$ cat src/rtl/rx_coal_pkg.sv
package rx_coal_pkg;
    parameter int unsigned CFG_W = 16;

    typedef logic [CFG_W-1:0] cfg_word_t;

    typedef struct packed {
        cfg_word_t pending;
        logic      irq;
        cfg_word_t flushed;
    } coal_state_t;

    typedef struct packed {
        logic      running;
        cfg_word_t remain;
    } deadman_state_t;
endpackage

$ cat src/rtl/rx_len_filter.sv
module rx_len_filter
    import rx_coal_pkg::*;
(
    input  logic      frame_done,
    input  cfg_word_t frame_len,
    input  cfg_word_t len_mask,
    output logic      is_short,
    output logic      is_bundled
);
    logic masked_zero;

    always_comb begin
        masked_zero = ((frame_len & len_mask) == '0);
        is_short    = frame_done && masked_zero;
        is_bundled  = frame_done && !masked_zero;
    end
endmodule

$ cat src/rtl/rx_deadman_timer.sv
module rx_deadman_timer
    import rx_coal_pkg::*;
(
    input  logic      clk,
    input  logic      rst,
    input  logic      start,
    input  logic      flush,
    input  logic      tick,
    input  cfg_word_t reload,
    output logic      expire
);
    deadman_state_t st_d, st_q;

    always_comb begin
        st_d   = st_q;
        expire = st_q.running && tick && !start && (st_q.remain <= cfg_word_t'(1));
        if (flush) begin
            st_d.running = 1'b0;
            st_d.remain  = '0;
        end else if (start) begin
            st_d.running = 1'b1;
            st_d.remain  = reload;
        end else if (st_q.running && tick) begin
            st_d.remain  = st_q.remain - cfg_word_t'(1);
        end
    end

    always_ff @(posedge clk) begin
        if (rst) begin
            st_q <= '0;
        end else begin
            st_q <= st_d;
        end
    end
endmodule

$ cat src/rtl/rx_irq_coalescer.sv
module rx_irq_coalescer
    import rx_coal_pkg::*;
(
    input  logic              clk,
    input  logic              rst,
    input  logic              frame_done,
    input  logic [CFG_W-1:0]  frame_len,
    input  logic              tick,
    input  logic [CFG_W-1:0]  cfg_reload,
    input  logic [CFG_W-1:0]  cfg_max_count,
    input  logic [CFG_W-1:0]  cfg_len_mask,
    output logic              irq,
    output logic [CFG_W-1:0]  irq_count
);
    coal_state_t st_d, st_q;
    logic        short_frm;
    logic        bundled_frm;
    logic        timer_expire;
    logic        bundle_start;
    logic        limit_hit;
    logic        flush;
    cfg_word_t   pending_next;
    cfg_word_t   limit_eff;

    rx_len_filter u_filter (
        .frame_done (frame_done),
        .frame_len  (frame_len),
        .len_mask   (cfg_len_mask),
        .is_short   (short_frm),
        .is_bundled (bundled_frm)
    );

    rx_deadman_timer u_timer (
        .clk    (clk),
        .rst    (rst),
        .start  (bundle_start),
        .flush  (flush),
        .tick   (tick),
        .reload (cfg_reload),
        .expire (timer_expire)
    );

    always_comb begin
        limit_eff    = (cfg_max_count == '0) ? cfg_word_t'(1) : cfg_max_count;
        pending_next = st_q.pending + cfg_word_t'(bundled_frm);
        bundle_start = bundled_frm && (st_q.pending == '0);
        limit_hit    = bundled_frm && (pending_next >= limit_eff);
        flush        = limit_hit || timer_expire;

        st_d         = st_q;
        st_d.irq     = flush || short_frm;
        st_d.flushed = flush ? pending_next : '0;
        st_d.pending = flush ? '0 : pending_next;
    end

    always_ff @(posedge clk) begin
        if (rst) begin
            st_q <= '0;
        end else begin
            st_q <= st_d;
        end
    end

    assign irq       = st_q.irq;
    assign irq_count = st_q.flushed;
endmodule

$ cat config.mk
export PLATFORM = sky130hd
export DESIGN_NAME = rx_irq_coalescer
export DESIGN_NICKNAME = d
export VERILOG_FILES = /design/src/rtl/rx_coal_pkg.sv /design/src/rtl/rx_len_filter.sv /design/src/rtl/rx_deadman_timer.sv /design/src/rtl/rx_irq_coalescer.sv
export SDC_FILE = /design/constraint.sdc
export NUM_CORES = 1
export LEC_CHECK = 0
export BUFFER_PORTS_ARGS = -buffer_cell sky130_fd_sc_hd__buf_2
export CAP_MARGIN = 0
export CORE_MARGIN = 5
export CORE_UTILIZATION = 26
export CTS_CLUSTER_SIZE = 20
export DETAILED_ROUTE_END_ITERATION = 8
export GPL_TIMING_DRIVEN = 0
export PLACE_DENSITY = 0.46
export SKIP_LAST_GASP = 1
export SYNTH_ARGS = -nofsm -noshare
export SYNTH_HDL_FRONTEND = slang
export SYNTH_SLANG_ARGS = --single-unit
$ cat constraint.sdc
create_clock -name clk -period 4.85 [get_ports clk]
set_input_delay 1.2125 -clock clk [delete_from_list [all_inputs] [get_ports clk]]
set_output_delay 1.2125 -clock clk [all_outputs]
set_load 0.05 [all_outputs]
==> results of run 1 <==
[cell families after synthesis]
| family | count (synthesis) | synth area share [%] |
|---|---|---|
| AO/OA/AOI/OAI | 41 | 10.9 |
| multiplexers | 1 | 0.352 |
| flip-flops | 50 | 35.2 |
| buffers and inverters | 63 | 11.3 |
| AND/OR/NAND/NOR | 126 | 24.8 |
| XOR/XNOR | 28 | 8.63 |
| adder cells (fa/ha/maj) | 20 | 8.80 |
[sequential cells by signal, indices dropped and copies added, names as in the netlist]
name and cells:
u_timer.st_q 17, irq_count 16, st_q 16, irq 1
[cell usage after synthesis, drive strengths merged]
cell type,count
a2111oi,1
a211oi,14
a21oi,8
a22oi,8
a2bb2oi,1
a31o,1
a41o,1
and2,1
and3,6
buf,24
clkbuf,3
dfxtp,50
ha,20
inv,36
mux2i,1
nand2,21
nand2b,1
nand3,10
nand4,3
nor2,39
nor3,22
nor3b,2
nor4,14
nor4b,2
o21a,2
o21ai,3
o31ai,1
o41ai,1
or2,2
or3,2
or4b,1
xnor2,15
xor2,13
[path summary, 6_finish.rpt]
| path | from | end | slack [ns] | cells past startpoint |
|---|---|---|---|---|
| max | frame_len[2] | irq_count[7] | 0.12 | 21 |
| min | u_timer.st_q[16] | u_timer.st_q[16] | 0.47 | 2 |
| max reg2reg | st_q[17] | irq_count[7] | 1.31 | 16 |
| min reg2reg | u_timer.st_q[16] | u_timer.st_q[16] | 0.47 | 2 |
[layer usage]
metal,up-vias,share of wire (%),track usage [%]
met5,-,0,0
met4,0,0.79,2.38
met3,9,3.9,2.06
met2,47,50,19.4
met1,1139,45,13.5
li1,1299,-,-
[power groups by stage]
stage	clock [mW]	combinational, mW	sequential, mW
floorplan	0	0.105	0.458
global placement	0	0.158	0.461
detailed placement	0	0.158	0.461
CTS	0.310	0.164	0.452
global route	0.320	0.192	0.456
finish	0.300	0.170	0.452
[worst min-delay path, stage by stage (launching register included)]
cell     delay [ns]
dfxtp_1        0.33
inv_1          0.05
a21oi_1        0.05
[cell type report]
type | instances | area [um2]
plain buffers | 27 | 203
clock buffers | 6 | 72.6
clock inverters | 2 | 37.5
fillers | 1128 | 6970
inverters | 36 | 135
multi-input cells | 216 | 1700
flip-flops and latches | 50 | 1000
well taps | 140 | 175
repair buffers | 94 | 498
[repair_timing]
action                                  CTS  global route
pin swaps                                 5            17
endpoints found under the hold margin     0             0
gates resized for setup                  11            24
endpoints found under the setup margin   50            48
gates cloned                              0             0
setup buffers                             4             7
==> impl_metrics.py, run 1 <==
metrics = {
    "outcome": {
        "run_status": "complete, no violations",
    },
    "timing": {
        "tightestPinTransition_ns": 0.666,
        "final_max_slew_viol_count": 0,
        "finalSetupViolCount": 0,
        "hold_ws_ns": 0.473,
        "slew_headroom_pct": 55.6,
        "fin_ws_ns": 0.124,
        "hold_viol": 0,
        "min_period_ns": 4.73,
        "timing.fmax_mhz": 212,
        "min_period_over_period_pct": 97.4,
        "tns_ns": 0,
        "finalClockSkew_ns": 0.0150,
    },
    "power": {
        "p_leak_nw": 1.76,
        "power_mw": 0.923,
        "power.internal_mw": 0.667,
        "sw_frac_of_total_pct": 27.7,
        "power.density_nw_per_um2": 241,
        "switchingPower_mw": 0.256,
        "pwr-share-clk_pct": 32.5,
        "power_frac_comb_pct": 18.5,
        "vdd_ir_drop_max_mv": 0.135,
        "pwr-share-seq_pct": 49.0,
    },
    "floorplan": {
        "start_util_pct": 26.3,
        "pin_count": 85,
        "die_area_um2": 13100,
        "core-area_um2": 10800,
        "num_rows": 38,
        "die_w_um": 115,
        "die-height_um": 115,
    },
    "place": {
        "post-dp-hpwl_mm": 5.76,
        "dp_cells": 552,
        "place_ws_ns": -0.721,
        "port_buffers": 83,
        "dpl_cell_area_um2": 3430,
        "gp_congestion": 0.796,
    },
    "clock_tree": {
        "clk_latency_ns": 0.31,
        "cts_tree": "done",
        "numCtsBuffers": 5,
        "cts_max_path_buffers": 2,
        "clock-sinks": 50,
        "cts.clk_slew.worst_paths_ns": 0.09,
        "cts_max_level": 2,
        "ctsHoldBuffers": 0,
        "root_buffer": "clkbuf_8",
    },
    "worst_setup_path": {
        "path_class": "input port to flip-flop",
        "critPathLaunchType": "input port",
        "crit_path_top_delay_cell": "or4b_4",
        "cp_slowest_stage_delay_ns": 0.49,
        "crit_path_end_kind": "flip-flop",
        "critPathMaxFanout": 10,
        "critPathBufInv": 5,
        "cp.required_ns": 5.08,
        "crit_arrival_ns": 4.96,
        "crit_chain": "buf_2, a22oi_2, nand2_2, o41ai_4, inv_1, ha_2, nand3_2, nor3_1, nand2_1, nor3_2, xnor2_1, inv_1, ha_4, nand4_4, nor3_4, or4b_4, a31o_4, and2_4, buf_6, buf_12, nor3_2",
        "crit_family": "simple AND/OR/NAND/NOR gates",
    },
    "layout": {
        "areaGrowthSynthToFinish_pct": 34.6,
        "final_cells": 571,
        "layout_common_cells": "buf_2 (84), dfxtp_1 (50), nor2_1 (38), inv_1 (33), buf_4 (31)",
        "final_util_pct": 35.5,
        "nets": 518,
        "layout_commonest_cell": "buf_2",
        "design_area_um2": 3830,
        "diodes": 0,
        "drive_above_1_share_pct": 40.4,
    },
    "global_route": {
        "grtUsageTotal_pct": 10.9,
        "grt_overflow": 0,
        "grt_pass1_wl_mm": 11.6,
        "grt_pass1_vias": 2470,
        "grt_antenna_before_repair": 0,
        "grt_max_degree": 16,
    },
    "synth": {
        "synth_top_area_share_pct": 35.2,
        "ys_warn_count": 0,
        "synth_cells": 329,
        "ys_seq_elements": 50,
        "synth_nets": 417,
        "synth_area_um2": 2840,
        "yosysSeqAreaShare_pct": 35.2,
        "synth.area.top_cells": "dfxtp_1 (35%), ha_1 (8.8%), nor2_1 (5.1%), inv_1 (4.8%), xnor2_1 (4.6%)",
        "synth_cell_types": 47,
        "avgSynthCellArea_um2": 8.64,
        "yosys.area.top_type": "dfxtp_1",
    },
    "route": {
        "wl_per_cell_um": 12.8,
        "remaining_drc_errors": 0,
        "postRouteWirelength_mm": 7.34,
        "vias_per_cell": 4.37,
        "initialDrtViolationCount": 53,
        "routed-via-count": 2494,
        "drtPass1Iterations": 4,
        "drtAntennaViolNets": 0,
    },
    "min_path": {
        "min_path_type": "flip-flop to flip-flop",
    },
    "flow_run": {
        "cap_violations": 0,
    },
}
No activity file was read; power rests on OpenSTA's default activity.
==> run 2, diff against run 1 <==
--- a/config.mk
+++ b/config.mk
@@ -7,9 +7,10 @@
 export LEC_CHECK = 0
 export BUFFER_PORTS_ARGS = -buffer_cell sky130_fd_sc_hd__buf_2
 export CAP_MARGIN = 0
+export CORE_ASPECT_RATIO = 0.75
 export CORE_MARGIN = 5
 export CORE_UTILIZATION = 26
-export CTS_CLUSTER_SIZE = 20
+export CTS_CLUSTER_SIZE = 40
 export DETAILED_ROUTE_END_ITERATION = 8
 export GPL_TIMING_DRIVEN = 0
 export PLACE_DENSITY = 0.46
==> run 2 against run 1 <==
  * Global-route usage rose by 0.17 points
  * Clock skew fell by 0.0058 ns
  * Count of clock-buffer cells in the layout fell by 1
  * Combinational power fell by 3%
  * Fmax rose by 1.0%
  * Clock power rose by 20%
  * Via count fell by 0.92%
  * Critical endpoint is now irq_count[15]
  * Largest cell class unchanged
==> impl_metrics.py, run 2 (synthesized netlist as in run 1, its figures left out) <==
metrics = {
    "outcome": {
        "run_status": "complete, no violations",
    },
    "place": {
        "dpl_cell_area_um2": 3430,
        "gp_congestion": 0.771,
        "port_buffers": 83,
        "post-dp-hpwl_mm": 5.89,
    },
    "layout": {
        "fill_cells": 1169,
        "nets": 517,
        "areaGrowthSynthToFinish_pct": 34.1,
        "drive_above_1_share_pct": 38.8,
        "layout_common_cells": "buf_2 (84), dfxtp_1 (50), nor2_1 (39), inv_1 (35), buf_4 (30)",
        "top_register": "u_timer.st_q",
        "design_area_um2": 3810,
        "largest_reg_flops": 17,
        "layout_commonest_cell": "buf_2",
        "diodes": 0,
    },
    "floorplan": {
        "pin_count": 85,
        "die_w_um": 131,
        "die_area_um2": 13100,
        "core-area_um2": 10800,
        "num_rows": 33,
        "die-height_um": 101,
        "start_util_pct": 26.3,
    },
    "worst_setup_path": {
        "cp.required_ns": 5.07,
        "critPathLaunchType": "input port",
        "path_class": "input port to flip-flop",
        "crit_path_end_kind": "flip-flop",
        "crit_arrival_ns": 4.90,
        "crit_chain": "buf_2, a22oi_1, nand2_1, o41ai_4, inv_2, ha_4, ha_2, nand2_2, nor3_2, nand3_1, xor2_2, inv_1, ha_1, nand2_1, nor3_2, or4b_4, a31o_4, and2_4, buf_6, buf_6, nor3_2",
        "crit_path_top_delay_cell": "or4b_4",
        "cp_slowest_stage_delay_ns": 0.48,
        "critPathMaxFanout": 10,
        "path_common_cell": "nor3_2",
    },
    "clock_tree": {
        "clk_latency_ns": 0.29,
        "numCtsBuffers": 5,
        "cts_max_level": 2,
        "cts_tree": "done",
        "cts_max_path_buffers": 2,
        "cts.clk_slew.worst_paths_ns": 0.07,
        "ctsHoldBuffers": 0,
        "root_buffer": "clkbuf_16",
        "clock-sinks": 50,
    },
    "route": {
        "remaining_drc_errors": 0,
        "wl_per_cell_um": 12.8,
        "drtPass1Iterations": 4,
        "postRouteWirelength_mm": 7.31,
        "initialDrtViolationCount": 55,
        "routed-via-count": 2471,
        "vias_per_cell": 4.34,
        "drtAntennaViolNets": 0,
    },
    "timing": {
        "hold_ws_ns": 0.472,
        "timing.fmax_mhz": 214,
        "finalClockSkew_ns": 0.00924,
        "min_period_ns": 4.68,
        "slew_headroom_pct": 56.9,
        "hold_viol": 0,
        "min_period_over_period_pct": 96.5,
        "finalSetupViolCount": 0,
        "tightestPinTransition_ns": 0.647,
        "final_max_slew_viol_count": 0,
    },
    "flow_run": {
        "cap_violations": 0,
    },
    "power": {
        "power.density_nw_per_um2": 257,
        "vdd_ir_drop_max_mv": 0.197,
        "p_leak_nw": 1.78,
    },
    "global_route": {
        "grt_pass1_wl_mm": 11.7,
        "grt_max_degree": 19,
        "grtUsageTotal_pct": 11.1,
        "grt_pass1_vias": 2442,
        "grt_antenna_before_repair": 0,
        "grt_overflow": 0,
    },
    "min_path": {
        "min_path_type": "flip-flop to flip-flop",
    },
}
## run 2: changes by cell type in the layout (fill, tap and decap cells not counted), sizes merged
cell,before,now
buf,118,117
clkinv,0,2
bufinv,1,0
inv,36,37
clkinvlp,1,0
clkbuf,9,8
## run 2: worst paths after layout
kind / slack [ns] / depth (start not counted) / to / startpoint
worst max-delay path: 0.17 / 21 / irq_count[15] / frame_len[2]
worst min-delay path: 0.47 / 2 / u_timer.st_q[16] / u_timer.st_q[16]
worst max register to register: 1.27 / 16 / irq_count[15] / st_q[17]
worst min register to register: 0.47 / 2 / u_timer.st_q[16] / u_timer.st_q[16]
## run 2: timing repair
item | 4_1_cts | 5_1_grt
pin swaps | 5 | 9
cloned | 0 | 0
buffers inserted | 4 | 6
endpoints found under the setup margin | 50 | 48
gates resized for setup | 9 | 16
## run 2: critical path, delay by kind of cell
kind	cells	cell delay, ns
xor gates and xnor gates	1	0.23
and+or+nand+nor	9	1.39
adders and majority gates	3	0.65
AOI/OAI and AO/OA	3	0.87
buffers and inverters	5	0.54
## run 2: final cells by class
class,count,area [um2],area share [%]
clock buffers,5,125,3.28
inverters,36,135,3.54
clock inverters,3,28.8,0.755
well taps,140,175,4.59
plain buffers,27,194,5.09
flip-flops and latches,50,1000,26.3
multi-input cells,216,1660,43.6
repair buffers,93,490,12.9
## run 2: layer usage
metal  global-route usage, %  vias to the layer above  wire, um
met3                    2.22                        4       281
met4                    1.90                        0        51
met2                    17.1                       38      3240
met1                    16.1                     1127      3740
met5                       0                        -         0
li1                        -                     1302         -
## run 2: per-stage QoR
step / util [%] / TNS, ns / total power [mW] / instances / setup slack, ns
2_1_floorplan: - / 0 / 0.562 / 329 / 0.135
4_1_cts: 33.9 / 0 / 0.984 / 564 / 0.00742
6_report: 35.2 / 0 / 0.979 / 570 / 0.172
3_3_place_gp: 31.7 / -29.37 / 0.617 / 552 / -0.702
5_1_grt: 35.2 / -0.128 / 1.03 / 570 / -0.0288
3_5_place_dp: 31.7 / -30.61 / 0.620 / 552 / -0.717
## run 2: power breakdown
part / internal (mW) / switching, mW / total (mW) / leakage [nW]
Sequential: 0.431 / 0.0222 / 0.453 / 0.407
Combinational: 0.0801 / 0.0845 / 0.165 / 1.30
Clock: 0.197 / 0.164 / 0.361 / 0.0759
==> run 3, diff against run 2 <==
--- a/config.mk
+++ b/config.mk
@@ -5,15 +5,16 @@
 export SDC_FILE = /design/constraint.sdc
 export NUM_CORES = 1
 export LEC_CHECK = 0
+export ABC_AREA = 1
 export BUFFER_PORTS_ARGS = -buffer_cell sky130_fd_sc_hd__buf_2
 export CAP_MARGIN = 0
-export CORE_ASPECT_RATIO = 0.75
+export CORE_ASPECT_RATIO = 1.75
 export CORE_MARGIN = 5
-export CORE_UTILIZATION = 26
+export CORE_UTILIZATION = 44
 export CTS_CLUSTER_SIZE = 40
 export DETAILED_ROUTE_END_ITERATION = 8
 export GPL_TIMING_DRIVEN = 0
-export PLACE_DENSITY = 0.46
+export PLACE_DENSITY = 0.69
 export SKIP_LAST_GASP = 1
 export SYNTH_ARGS = -nofsm -noshare
 export SYNTH_HDL_FRONTEND = slang
==> run 3 against run 2 <==
  * Count of clock-buffer cells in the layout increased by 1
  * Largest cell class unchanged
  * Area after synthesis increased by 13%
  * Sequential power decreased by 0.9%
  * Critical path type unchanged
  * Die area decreased by 30%
  * Critical path depth increased by 5
  * Core utilization increased by 20 points
  * Worst setup slack improved by 0.34 ns
  * Highest routed layer unchanged
  * Cell count increased by 15%
  * Largest power group unchanged
  * Worst hold slack got worse by 0.011 ns
==> impl_metrics.py, run 3 <==
metrics = {
    "global_route": {
        "grt_antenna_before_repair": 0,
        "grt_pass1_vias": 3020,
        "grtUsageTotal_pct": 17.8,
        "grt_overflow": 0,
        "grt_pass1_wl_mm": 12.6,
        "grt_max_degree": 15,
    },
    "power": {
        "pwr-share-seq_pct": 39.5,
        "vdd_ir_drop_max_mv": 0.325,
        "power_mw": 1.14,
        "power.internal_mw": 0.799,
        "p_leak_nw": 2.15,
        "power.density_nw_per_um2": 288,
        "pwr-share-clk_pct": 35.2,
        "switchingPower_mw": 0.337,
        "power_frac_comb_pct": 25.3,
        "sw_frac_of_total_pct": 29.7,
    },
    "worst_setup_path": {
        "path_class": "input port to flip-flop",
        "crit_path_top_delay_cell": "ha_1",
        "crit_path_end_kind": "flip-flop",
        "crit_arrival_ns": 4.51,
        "path_common_cell": "nand2_1",
        "cp.required_ns": 5.02,
        "cp_slowest_stage_delay_ns": 0.33,
        "crit_family": "simple AND/OR/NAND/NOR gates",
        "critPathBufInv": 6,
        "critPathLaunchType": "input port",
        "critPathMaxFanout": 10,
    },
    "route": {
        "wl_per_cell_um": 12.0,
        "drtPass1Iterations": 6,
        "initialDrtViolationCount": 115,
        "remaining_drc_errors": 0,
        "routed-via-count": 3176,
        "postRouteWirelength_mm": 7.86,
        "drtAntennaViolNets": 0,
        "vias_per_cell": 4.85,
    },
    "synth": {
        "ys_seq_elements": 50,
        "synth_top_area_share_pct": 31.0,
        "yosysSeqAreaShare_pct": 31.0,
        "avgSynthCellArea_um2": 6.77,
        "yosys.area.top_type": "dfxtp_1",
        "synth_cells": 476,
        "synth_common_cells": "nor2_1 (101), nand2_1 (82), inv_1 (74), dfxtp_1 (50), nand3_1 (42)",
        "synth_xor_area_share_pct": 6.25,
        "yosys-mux-area-fraction_pct": 0,
        "synth_most_common_cell": "nor2_1",
        "ys_warn_count": 0,
        "synthArstFlopShare_pct": 0,
        "synth_compound_area_share_pct": 4.00,
        "synth.area.top_cells": "dfxtp_1 (31%), nor2_1 (12%), nand2_1 (9.5%), inv_1 (8.6%), ha_1 (7.8%)",
        "synth_area_um2": 3220,
        "synth_nets": 564,
        "synth_fa_ha_area_share_pct": 7.76,
        "synth-main-ff-cell": "dfxtp_1",
        "synth_cell_types": 33,
        "synthSimpleGateAreaFrac_pct": 36.0,
        "synth_edf_count": 0,
        "synth_top_family_by_area": "simple AND/OR/NAND/NOR gates",
    },
    "timing": {
        "finalClockSkew_ns": 0.00448,
        "slew_headroom_pct": 54.3,
        "hold_viol": 0,
        "grt_setup_unrepaired": "no",
        "min_period_ns": 4.34,
        "tightestPinTransition_ns": 0.679,
        "timing.fmax_mhz": 231,
        "finalSetupViolCount": 0,
        "final_max_slew_viol_count": 0,
        "min_period_over_period_pct": 89.4,
    },
    "floorplan": {
        "start_util_pct": 44.9,
        "die_area_um2": 9210,
        "core-area_um2": 7180,
        "pin_count": 85,
        "die-height_um": 123,
        "num_rows": 41,
        "die_w_um": 74.7,
    },
    "layout": {
        "layout_common_cells": "nor2_1 (101), buf_2 (86), nand2_1 (82), inv_1 (74), dfxtp_1 (50)",
        "regArea_um2": 1000,
        "largest_reg_flops": 17,
        "layout_commonest_cell": "nor2_1",
        "design_area_um2": 3950,
        "nets": 657,
        "drive_above_1_share_pct": 23.9,
        "final_util_pct": 54.9,
        "top_register": "u_timer.st_q",
        "areaGrowthSynthToFinish_pct": 22.4,
        "multiInputGateArea_um2": 1750,
        "diodes": 0,
        "fill_cells": 719,
    },
    "clock_tree": {
        "cts_tree": "done",
        "clk_latency_ns": 0.29,
        "clock-sinks": 50,
        "cts_max_level": 2,
        "numCtsBuffers": 5,
        "cts_max_path_buffers": 2,
        "cts.clk_slew.worst_paths_ns": 0.06,
        "ctsHoldBuffers": 0,
        "root_buffer": "clkbuf_16",
    },
    "place": {
        "post-dp-hpwl_mm": 6.38,
        "dpl_cell_area_um2": 3750,
        "port_buffers": 84,
        "gp_congestion": 0.952,
    },
    "flow_run": {
        "cap_violations": 0,
    },
    "min_path": {
        "min_path_type": "flip-flop to flip-flop",
    },
    "outcome": {
        "run_status": "complete, no violations",
    },
}
==> run 3: cell count changes after synthesis, moves of 9 or more <==
cell      previous run  this run
nor2_1              39       101
nand2_1             21        82
inv_1               36        74
nand3_1             10        42
a211oi_1            12         0
xnor2_1             15         4
nor3_1              12         2
nor3_2              10         1
==> run 3: worst paths after layout <==
path | startpoint | cells past startpoint | slack, ns | end
setup reg to reg | st_q[17] | 18 | 1.84 | irq_count[8]
setup / recovery | frame_len[13] | 26 | 0.51 | irq_count[8]
hold reg to reg | u_timer.st_q[16] | 2 | 0.46 | u_timer.st_q[16]
hold / removal | u_timer.st_q[16] | 2 | 0.46 | u_timer.st_q[16]
==> run 3: layer usage <==
| metal | track usage [%] | part of all wire [%] |
|---|---|---|
| met4 | 7.57 | 2.8 |
| met3 | 2.69 | 3.7 |
| met5 | 0 | 0 |
| met2 | 35.6 | 59 |
| met1 | 16.9 | 35 |
==> run 3: area by class of cell <==
| cell class | count | area share [%] |
|---|---|---|
| Timing Repair Buffer | 86 | 11.0 |
| Buffer | 25 | 5.01 |
| Inverter | 76 | 7.23 |
| Clock inverter | 1 | 0.761 |
| Multi-Input combinational cell | 325 | 44.4 |
| Clock buffer | 6 | 3.52 |
| Sequential cell | 50 | 25.4 |
| Tap cell | 86 | 2.73 |
==> run 3: tightest hold or removal path, delay by kind of cell, from the launching register on <==
kind                   cells  cell delay, ns
AOI/OAI and AO/OA          1            0.05
DFF                        1            0.31
buffers and inverters      1            0.05
==> run 3: repair_timing <==
action,4_1_cts,5_1_grt
endpoints found under the setup margin,0,47
gates resized for setup,0,3
buffers inserted,0,2
==> run 3: cell families after synthesis <==
kind of cell,Yosys count
AND/OR/NAND/NOR,260
buffers and inverters,101
flip-flops,50
XOR/XNOR,23
AO/OA/AOI/OAI,22
adder cells (fa/ha/maj),20
==> run 3: through the flow <==
| stage | TNS, ns | instances | hold WS [ns] | worst slack [ns] |
|---|---|---|---|---|
| floorplan | 0 | 476 | 0.425 | 0.713 |
| global placement | -0.0223 | 646 | 0.438 | -0.00859 |
| detailed placement | -0.594 | 646 | 0.455 | -0.0714 |
| CTS | 0 | 653 | 0.463 | 0.230 |
| global route | 0 | 655 | 0.496 | 0.0869 |
| finish | 0 | 655 | 0.461 | 0.512 |
==> run 3: power groups by stage <==
stage,clock (mW),combinational [mW],sequential (mW)
after global placement,0,0.277,0.457
after detailed placement,0,0.283,0.457
after CTS,0.412,0.287,0.448
after floorplan,0,0.206,0.454
after global routing,0.433,0.328,0.451
final,0.400,0.287,0.449
